File: config.mk
export PLATFORM = sky130hd
export DESIGN_NAME = ext_irq_ctrl
export DESIGN_NICKNAME = d
export VERILOG_FILES = /design/src/rtl/irq_pkg.sv /design/src/rtl/irq_sync.sv /design/src/rtl/irq_ext_sense.sv /design/src/rtl/irq_pc_detect.sv /design/src/rtl/irq_regs.sv /design/src/rtl/ext_irq_ctrl.sv
export SDC_FILE = /design/constraint.sdc
export NUM_CORES = 1
export LEC_CHECK = 0
export ABC_CLOCK_PERIOD_IN_PS = 3900
export CAP_MARGIN = 0
export CORE_MARGIN = 2
export CORE_UTILIZATION = 48
export CTS_BUF_LIST = sky130_fd_sc_hd__clkbuf_8
export DETAILED_ROUTE_END_ITERATION = 7
export DONT_BUFFER_PORTS = 1
export PLACE_DENSITY_LB_ADDON = 0.25
export SETUP_SLACK_MARGIN = 0.15
export SYNTH_ARGS = -nofsm -noshare
export SYNTH_HDL_FRONTEND = slang
export SYNTH_HIERARCHICAL = 1
export SYNTH_SLANG_ARGS = --single-unit
File: constraint.sdc
create_clock -name clk -period 3.9 [get_ports clk]
set_input_delay 0.78 -clock clk [delete_from_list [all_inputs] [get_ports clk]]
set_output_delay 0.78 -clock clk [all_outputs]
set_load 0.03 [all_outputs]
File: src/rtl/irq_pkg.sv
package irq_pkg;

  // Bit positions inside both software registers.
  localparam int EXT_BIT = 6;
  localparam int PC_BIT  = 5;

  typedef enum logic [1:0] {
    SENSE_LOW  = 2'b00,
    SENSE_ANY  = 2'b01,
    SENSE_FALL = 2'b10,
    SENSE_RISE = 2'b11
  } sense_t;

endpackage

File: src/rtl/irq_sync.sv
module irq_sync #(
  parameter int             W       = 1,
  parameter logic [W-1:0]   RST_VAL = '0
) (
  input  logic         clk,
  input  logic         rst_n,
  input  logic [W-1:0] d,
  output logic [W-1:0] q
);

  logic [W-1:0] meta_q, meta_d;
  logic [W-1:0] hold_q, hold_d;

  always_comb begin
    meta_d = d;
    hold_d = meta_q;
  end

  always_ff @(posedge clk or negedge rst_n) begin
    if (!rst_n) begin
      meta_q <= RST_VAL;
      hold_q <= RST_VAL;
    end else begin
      meta_q <= meta_d;
      hold_q <= hold_d;
    end
  end

  assign q = hold_q;

endmodule

File: src/rtl/irq_ext_sense.sv
module irq_ext_sense
  import irq_pkg::*;
(
  input  logic   clk,
  input  logic   rst_n,
  input  logic   pin_s,
  input  sense_t mode,
  output logic   edge_evt,
  output logic   level_act
);

  logic prev_q, prev_d;
  logic rise, fall;

  always_comb prev_d = pin_s;

  always_ff @(posedge clk or negedge rst_n) begin
    if (!rst_n) prev_q <= 1'b1;
    else        prev_q <= prev_d;
  end

  always_comb begin
    rise      = pin_s & ~prev_q;
    fall      = ~pin_s & prev_q;
    edge_evt  = 1'b0;
    level_act = 1'b0;
    unique case (mode)
      SENSE_LOW:  level_act = ~pin_s;
      SENSE_ANY:  edge_evt  = rise | fall;
      SENSE_FALL: edge_evt  = fall;
      SENSE_RISE: edge_evt  = rise;
      default:    edge_evt  = 1'b0;
    endcase
  end

endmodule

File: src/rtl/irq_pc_detect.sv
module irq_pc_detect #(
  parameter int W = 5
) (
  input  logic         clk,
  input  logic         rst_n,
  input  logic [W-1:0] pins_s,
  output logic         chg_evt
);

  logic [W-1:0] prev_q, prev_d;
  logic [W-1:0] diff;

  always_comb prev_d = pins_s;

  always_ff @(posedge clk or negedge rst_n) begin
    if (!rst_n) prev_q <= '0;
    else        prev_q <= prev_d;
  end

  always_comb begin
    diff    = pins_s ^ prev_q;
    chg_evt = |diff;
  end

endmodule

File: src/rtl/irq_regs.sv
module irq_regs
  import irq_pkg::*;
#(
  parameter int            AW        = 6,
  parameter int            DW        = 8,
  parameter logic [AW-1:0] MASK_ADDR = 6'h3B,
  parameter logic [AW-1:0] FLAG_ADDR = 6'h3A
) (
  input  logic          clk,
  input  logic          rst_n,
  input  logic [AW-1:0] bus_addr,
  input  logic [DW-1:0] bus_wdata,
  input  logic          bus_we,
  input  logic          set_ext,
  input  logic          set_pc,
  input  logic          take_ext,
  input  logic          take_pc,
  output logic          en_ext,
  output logic          en_pc,
  output logic          flag_ext,
  output logic          flag_pc,
  output logic [DW-1:0] bus_rdata
);

  logic en_ext_q, en_ext_d, en_pc_q, en_pc_d;
  logic fl_ext_q, fl_ext_d, fl_pc_q, fl_pc_d;
  logic mask_wr, flag_wr, clr_ext, clr_pc;

  always_comb begin
    mask_wr = bus_we && (bus_addr == MASK_ADDR);
    flag_wr = bus_we && (bus_addr == FLAG_ADDR);
    clr_ext = (flag_wr && bus_wdata[EXT_BIT]) || take_ext;
    clr_pc  = (flag_wr && bus_wdata[PC_BIT])  || take_pc;

    en_ext_d = mask_wr ? bus_wdata[EXT_BIT] : en_ext_q;
    en_pc_d  = mask_wr ? bus_wdata[PC_BIT]  : en_pc_q;

    // A fresh event outranks a clear in the same cycle.
    fl_ext_d = fl_ext_q;
    if (clr_ext) fl_ext_d = 1'b0;
    if (set_ext) fl_ext_d = 1'b1;
    fl_pc_d = fl_pc_q;
    if (clr_pc) fl_pc_d = 1'b0;
    if (set_pc) fl_pc_d = 1'b1;
  end

  always_ff @(posedge clk or negedge rst_n) begin
    if (!rst_n) begin
      en_ext_q <= 1'b0;
      en_pc_q  <= 1'b0;
      fl_ext_q <= 1'b0;
      fl_pc_q  <= 1'b0;
    end else begin
      en_ext_q <= en_ext_d;
      en_pc_q  <= en_pc_d;
      fl_ext_q <= fl_ext_d;
      fl_pc_q  <= fl_pc_d;
    end
  end

  always_comb begin
    bus_rdata = '0;
    if (bus_addr == MASK_ADDR) begin
      bus_rdata[EXT_BIT] = en_ext_q;
      bus_rdata[PC_BIT]  = en_pc_q;
    end else if (bus_addr == FLAG_ADDR) begin
      bus_rdata[EXT_BIT] = fl_ext_q;
      bus_rdata[PC_BIT]  = fl_pc_q;
    end
  end

  assign en_ext   = en_ext_q;
  assign en_pc    = en_pc_q;
  assign flag_ext = fl_ext_q;
  assign flag_pc  = fl_pc_q;

endmodule

File: src/rtl/ext_irq_ctrl.sv
module ext_irq_ctrl
  import irq_pkg::*;
#(
  parameter int               NPINS     = 5,
  parameter int               AW        = 6,
  parameter int               DW        = 8,
  parameter int               VEC_W     = 9,
  parameter logic [AW-1:0]    MASK_ADDR = 6'h3B,
  parameter logic [AW-1:0]    FLAG_ADDR = 6'h3A,
  parameter logic [VEC_W-1:0] EXT_VEC   = 9'h001,
  parameter logic [VEC_W-1:0] PC_VEC    = 9'h002
) (
  input  logic             clk,
  input  logic             rst_n,
  input  logic [AW-1:0]    bus_addr,
  input  logic [DW-1:0]    bus_wdata,
  input  logic             bus_we,
  output logic [DW-1:0]    bus_rdata,
  input  logic [1:0]       sense_mode,
  input  logic             gie,
  input  logic             xint_pin,
  input  logic [NPINS-1:0] watch_pins,
  input  logic             vec_taken,
  output logic             irq_req,
  output logic [VEC_W-1:0] irq_vec
);

  // Reset: asserted asynchronously, released on a clock edge.
  logic rst_meta_q, rst_sync_q;
  always_ff @(posedge clk or negedge rst_n) begin
    if (!rst_n) begin
      rst_meta_q <= 1'b0;
      rst_sync_q <= 1'b0;
    end else begin
      rst_meta_q <= 1'b1;
      rst_sync_q <= rst_meta_q;
    end
  end

  logic             xint_s;
  logic [NPINS-1:0] pins_s;
  logic             ext_evt, ext_level, pc_evt;
  logic             en_ext, en_pc, flag_ext, flag_pc;
  logic             ext_act, pc_act, take_ext, take_pc;
  sense_t           mode;

  assign mode = sense_t'(sense_mode);

  irq_sync #(.W(1), .RST_VAL(1'b1)) u_xsync (
    .clk(clk), .rst_n(rst_sync_q), .d(xint_pin), .q(xint_s)
  );

  irq_sync #(.W(NPINS), .RST_VAL('0)) u_psync (
    .clk(clk), .rst_n(rst_sync_q), .d(watch_pins), .q(pins_s)
  );

  irq_ext_sense u_sense (
    .clk(clk), .rst_n(rst_sync_q), .pin_s(xint_s), .mode(mode),
    .edge_evt(ext_evt), .level_act(ext_level)
  );

  irq_pc_detect #(.W(NPINS)) u_pcdet (
    .clk(clk), .rst_n(rst_sync_q), .pins_s(pins_s), .chg_evt(pc_evt)
  );

  irq_regs #(
    .AW(AW), .DW(DW), .MASK_ADDR(MASK_ADDR), .FLAG_ADDR(FLAG_ADDR)
  ) u_regs (
    .clk(clk), .rst_n(rst_sync_q),
    .bus_addr(bus_addr), .bus_wdata(bus_wdata), .bus_we(bus_we),
    .set_ext(ext_evt), .set_pc(pc_evt),
    .take_ext(take_ext), .take_pc(take_pc),
    .en_ext(en_ext), .en_pc(en_pc),
    .flag_ext(flag_ext), .flag_pc(flag_pc),
    .bus_rdata(bus_rdata)
  );

  // Fixed priority: the lower vector address wins.
  always_comb begin
    ext_act  = gie && en_ext && (flag_ext || ext_level);
    pc_act   = gie && en_pc && flag_pc;
    irq_req  = ext_act || pc_act;
    irq_vec  = ext_act ? EXT_VEC : (pc_act ? PC_VEC : '0);
    take_ext = vec_taken && ext_act;
    take_pc  = vec_taken && pc_act && !ext_act;
  end

endmodule

==> results.py <==
metrics = {
    "critical_path": {
        "critical-path-max-stage-delay_ns": 0.45,
        "worstSetupStartpoint": "bus_addr[2]",
        "ff2ff_path_depth": 6,
        "reg2reg_from": "u_xsync/q$_DFF_PN1_",
        "arrival_ns": 1.66,
        "crit_buf_inv": 0,
        "critPathKind": "input pin to output port",
        "endpoint_kind": "output port",
        "crit_fanout": 3,
        "worstSetupPathDepth": 3,
        "crit_slowest_cell": "nor2_1",
        "start_kind": "input pin",
        "critPathTopFamily": "simple AND/OR/NAND/NOR gates",
        "reg2reg_slack_ns": 2.41,
        "crit_chain": "nand3b_4, or2_2, nor2_1",
        "cp.required_ns": 3.12,
    },
    "floorplan": {
        "chipHeight_um": 50.3,
        "io_pins": 45,
        "core_region_area_sq_um": 2000,
        "rows": 16,
        "fp.dieArea_sq_um": 2530,
        "start_util": 0.515,
        "die_w_um": 50.3,
    },
    "logic_synthesis": {
        "synth_flop_cell": "dfrtp_1",
        "synth_seq_area_share": 0.586,
        "yosys-top-cells-area": "dfrtp_1 51%, buf_4 10%, dfstp_2 7.6%",
        "synth_edf_count": 0,
        "yosysTopAreaCell": "dfrtp_1",
        "yosys-top-cells-count": "21 x dfrtp_1, 14 x buf_4, 7 x inv_1",
        "synth_warnings": 6,
        "ys_types": 26,
        "syn_area_sq_um": 1030,
        "synth_seq_cells": 24,
        "synth.most_common_cell": "dfrtp_1",
        "synth_top_area_frac": 0.510,
        "synth_cells": 84,
        "syn_area_per_cell_sq_um": 12.3,
        "postSynth.asyncResetShare": 1.00,
    },
    "route": {
        "drt-vias-per-instance": 4.73,
        "drt_iter0_drc": 0,
        "drc_errors": 0,
        "avgRoutedWirePerCell_um": 10.9,
        "firstDrtPassIters": 1,
        "wirelength_mm": 1.22,
        "ant_nets": 0,
        "num_vias": 530,
    },
    "sta": {
        "maxSlewViolCount": 0,
        "tightestPinTransition_ns": 0.804,
        "fmax_mhz": 410,
        "slew_headroom": 0.464,
        "post-route-min-period_ns": 2.44,
        "setup_viol": 0,
        "fin_setup_tns_ns": 0,
        "rsz0062_at_grt": "no",
        "finalHoldViolCount": 0,
        "fin_ws_ns": 1.46,
        "fin_crit_sh": 0.625,
        "skew_ns": 0.00342,
    },
    "placed_design": {
        "place_hpwl_um": 944,
        "dp_slack_ns": 1.46,
        "port_buffers": 0,
        "dpl-instance-area_sq_um": 1000,
        "routabilityCongestion": 0.670,
    },
    "layout": {
        "drive_above_1_share": 0.153,
        "nets": 115,
        "layout.core_utilization": 0.536,
        "fin_area_sq_um": 1070,
        "num_antenna_cells": 0,
        "area_growth_pct": 4.00,
    },
    "min_path": {
        "hold_class": "input pin to asynchronous set/reset pin",
    },
    "run_status": {
        "status": "finished clean",
    },
    "clocking": {
        "cts_buffers": 3,
        "cts_setup_buffers": 0,
        "cts_root_buffer": "clkbuf_8",
        "clock_latency_ns": 0.26,
        "clockBufferDepth": 2,
        "postCtsHoldBufs": 0,
        "clkTransAtPathRegs_ns": 0.08,
        "numClockSinks": 24,
        "tritoncts": "yes",
        "htreeDepth": 1,
        "cts_resized": 0,
    },
    "run": {
        "maxCapViolCount": 0,
    },
    "global_routing": {
        "overflow": 0,
        "antenna_found_initial": 0,
        "grt_pass1_vias": 514,
        "grt_max_degree": 23,
        "grtUsageTotal": 0.112,
        "grt_pass1_wl_mm": 2.03,
    },
    "power": {
        "irDropWorstVdd_mv": 0.374,
        "power_per_cell_area_nw_per_um2": 497,
        "p_leak_nw": 0.514,
    },
}
where the power goes:
group / switching, mW / total (mW) / internal, mW
combinational: 0.0347 / 0.0492 / 0.0145
clock: 0.0717 / 0.209 / 0.137
sequential: 0.0110 / 0.275 / 0.264
total: 0.117 / 0.533 / 0.415
area by class of cell:
cell class | count | area (sq um)
fillers | 179 | 930
flip-flops and latches | 24 | 604
multi-input cells | 50 | 337
clock buffers | 3 | 41.3
well taps | 27 | 33.8
clock inverters | 1 | 30.0
inverters | 7 | 26.3
state kept, by name, summed over array words and instances (netlist names):
signal           count
u_psync/hold_d       5
u_regs/flag_ext      1
rst_meta_q           1
u_pcdet/prev_q       5
u_regs/en_ext        1
u_xsync/hold_d       1
u_sense/prev_q       1
u_regs/en_pc         1
u_regs/flag_pc       1
u_xsync/q            1
rst_sync_q           1
u_psync/q            5
placed cells by master, fill, tap and decap left out:
cell       count
nor4_1         1
bufinv_16      1
nor3b_2        1
clkbuf_8       3
nand2_1        2
dfrtp_1       21
nor2_1         3
nand3_1        2
a21oi_1        2
and2_1         1
xnor2_1        2
nand2b_1       1
nor3_2         1
a21bo_1        1
mux2_2         2
and3_1         1
ha_1           2
a31oi_1        2
conb_1        14
nand3b_4       1
mux2i_1        4
o21a_1         1
or2_2          1
inv_1          7
dfstp_2        3
xor2_1         3
nor3_1         2
routing by layer:
layer	up-vias	GRT usage	wire, um
li1	242	-	-
met1	254	0.111	468
met2	32	0.189	570
met3	2	0.0446	165
met4	0	0.0811	17
met5	-	0	0
worst paths after layout:
path	end
setup reg to reg	u_regs/flag_ext$_DFFE_PN0P_
hold / removal	rst_meta_q$_DFF_PN0_
min in group clk	u_psync/q[4]$_DFF_PN0_
max in group asynchronous	u_psync/q[4]$_DFF_PN0_
hold reg to reg	u_pcdet/prev_q[2]$_DFF_PN0_
setup / recovery	bus_rdata[6]
per-stage QoR:
step	power (mW)	hold WS, ns	std cells
floorplan	0.335	0.278	95
global placement	0.328	0.332	108
detailed placement	0.330	0.336	108
CTS	0.542	0.195	112
global route	0.559	0.181	112
finish	0.533	0.206	112
kinds of logic (layout without fill, tap and decap cells):
family,Yosys count,in the layout,share of synthesized area
XOR/XNOR,5,5,0.0425
multiplexers,6,6,0.0607
AND/OR/NAND/NOR,17,17,0.109
other,3,14,0.0109
AO/OA/AOI/OAI,6,6,0.0388
adder cells (fa/ha/maj),2,2,0.0243
flip-flops,24,24,0.586
buffers and inverters,21,11,0.127
Power figures use the tool's default switching activity.
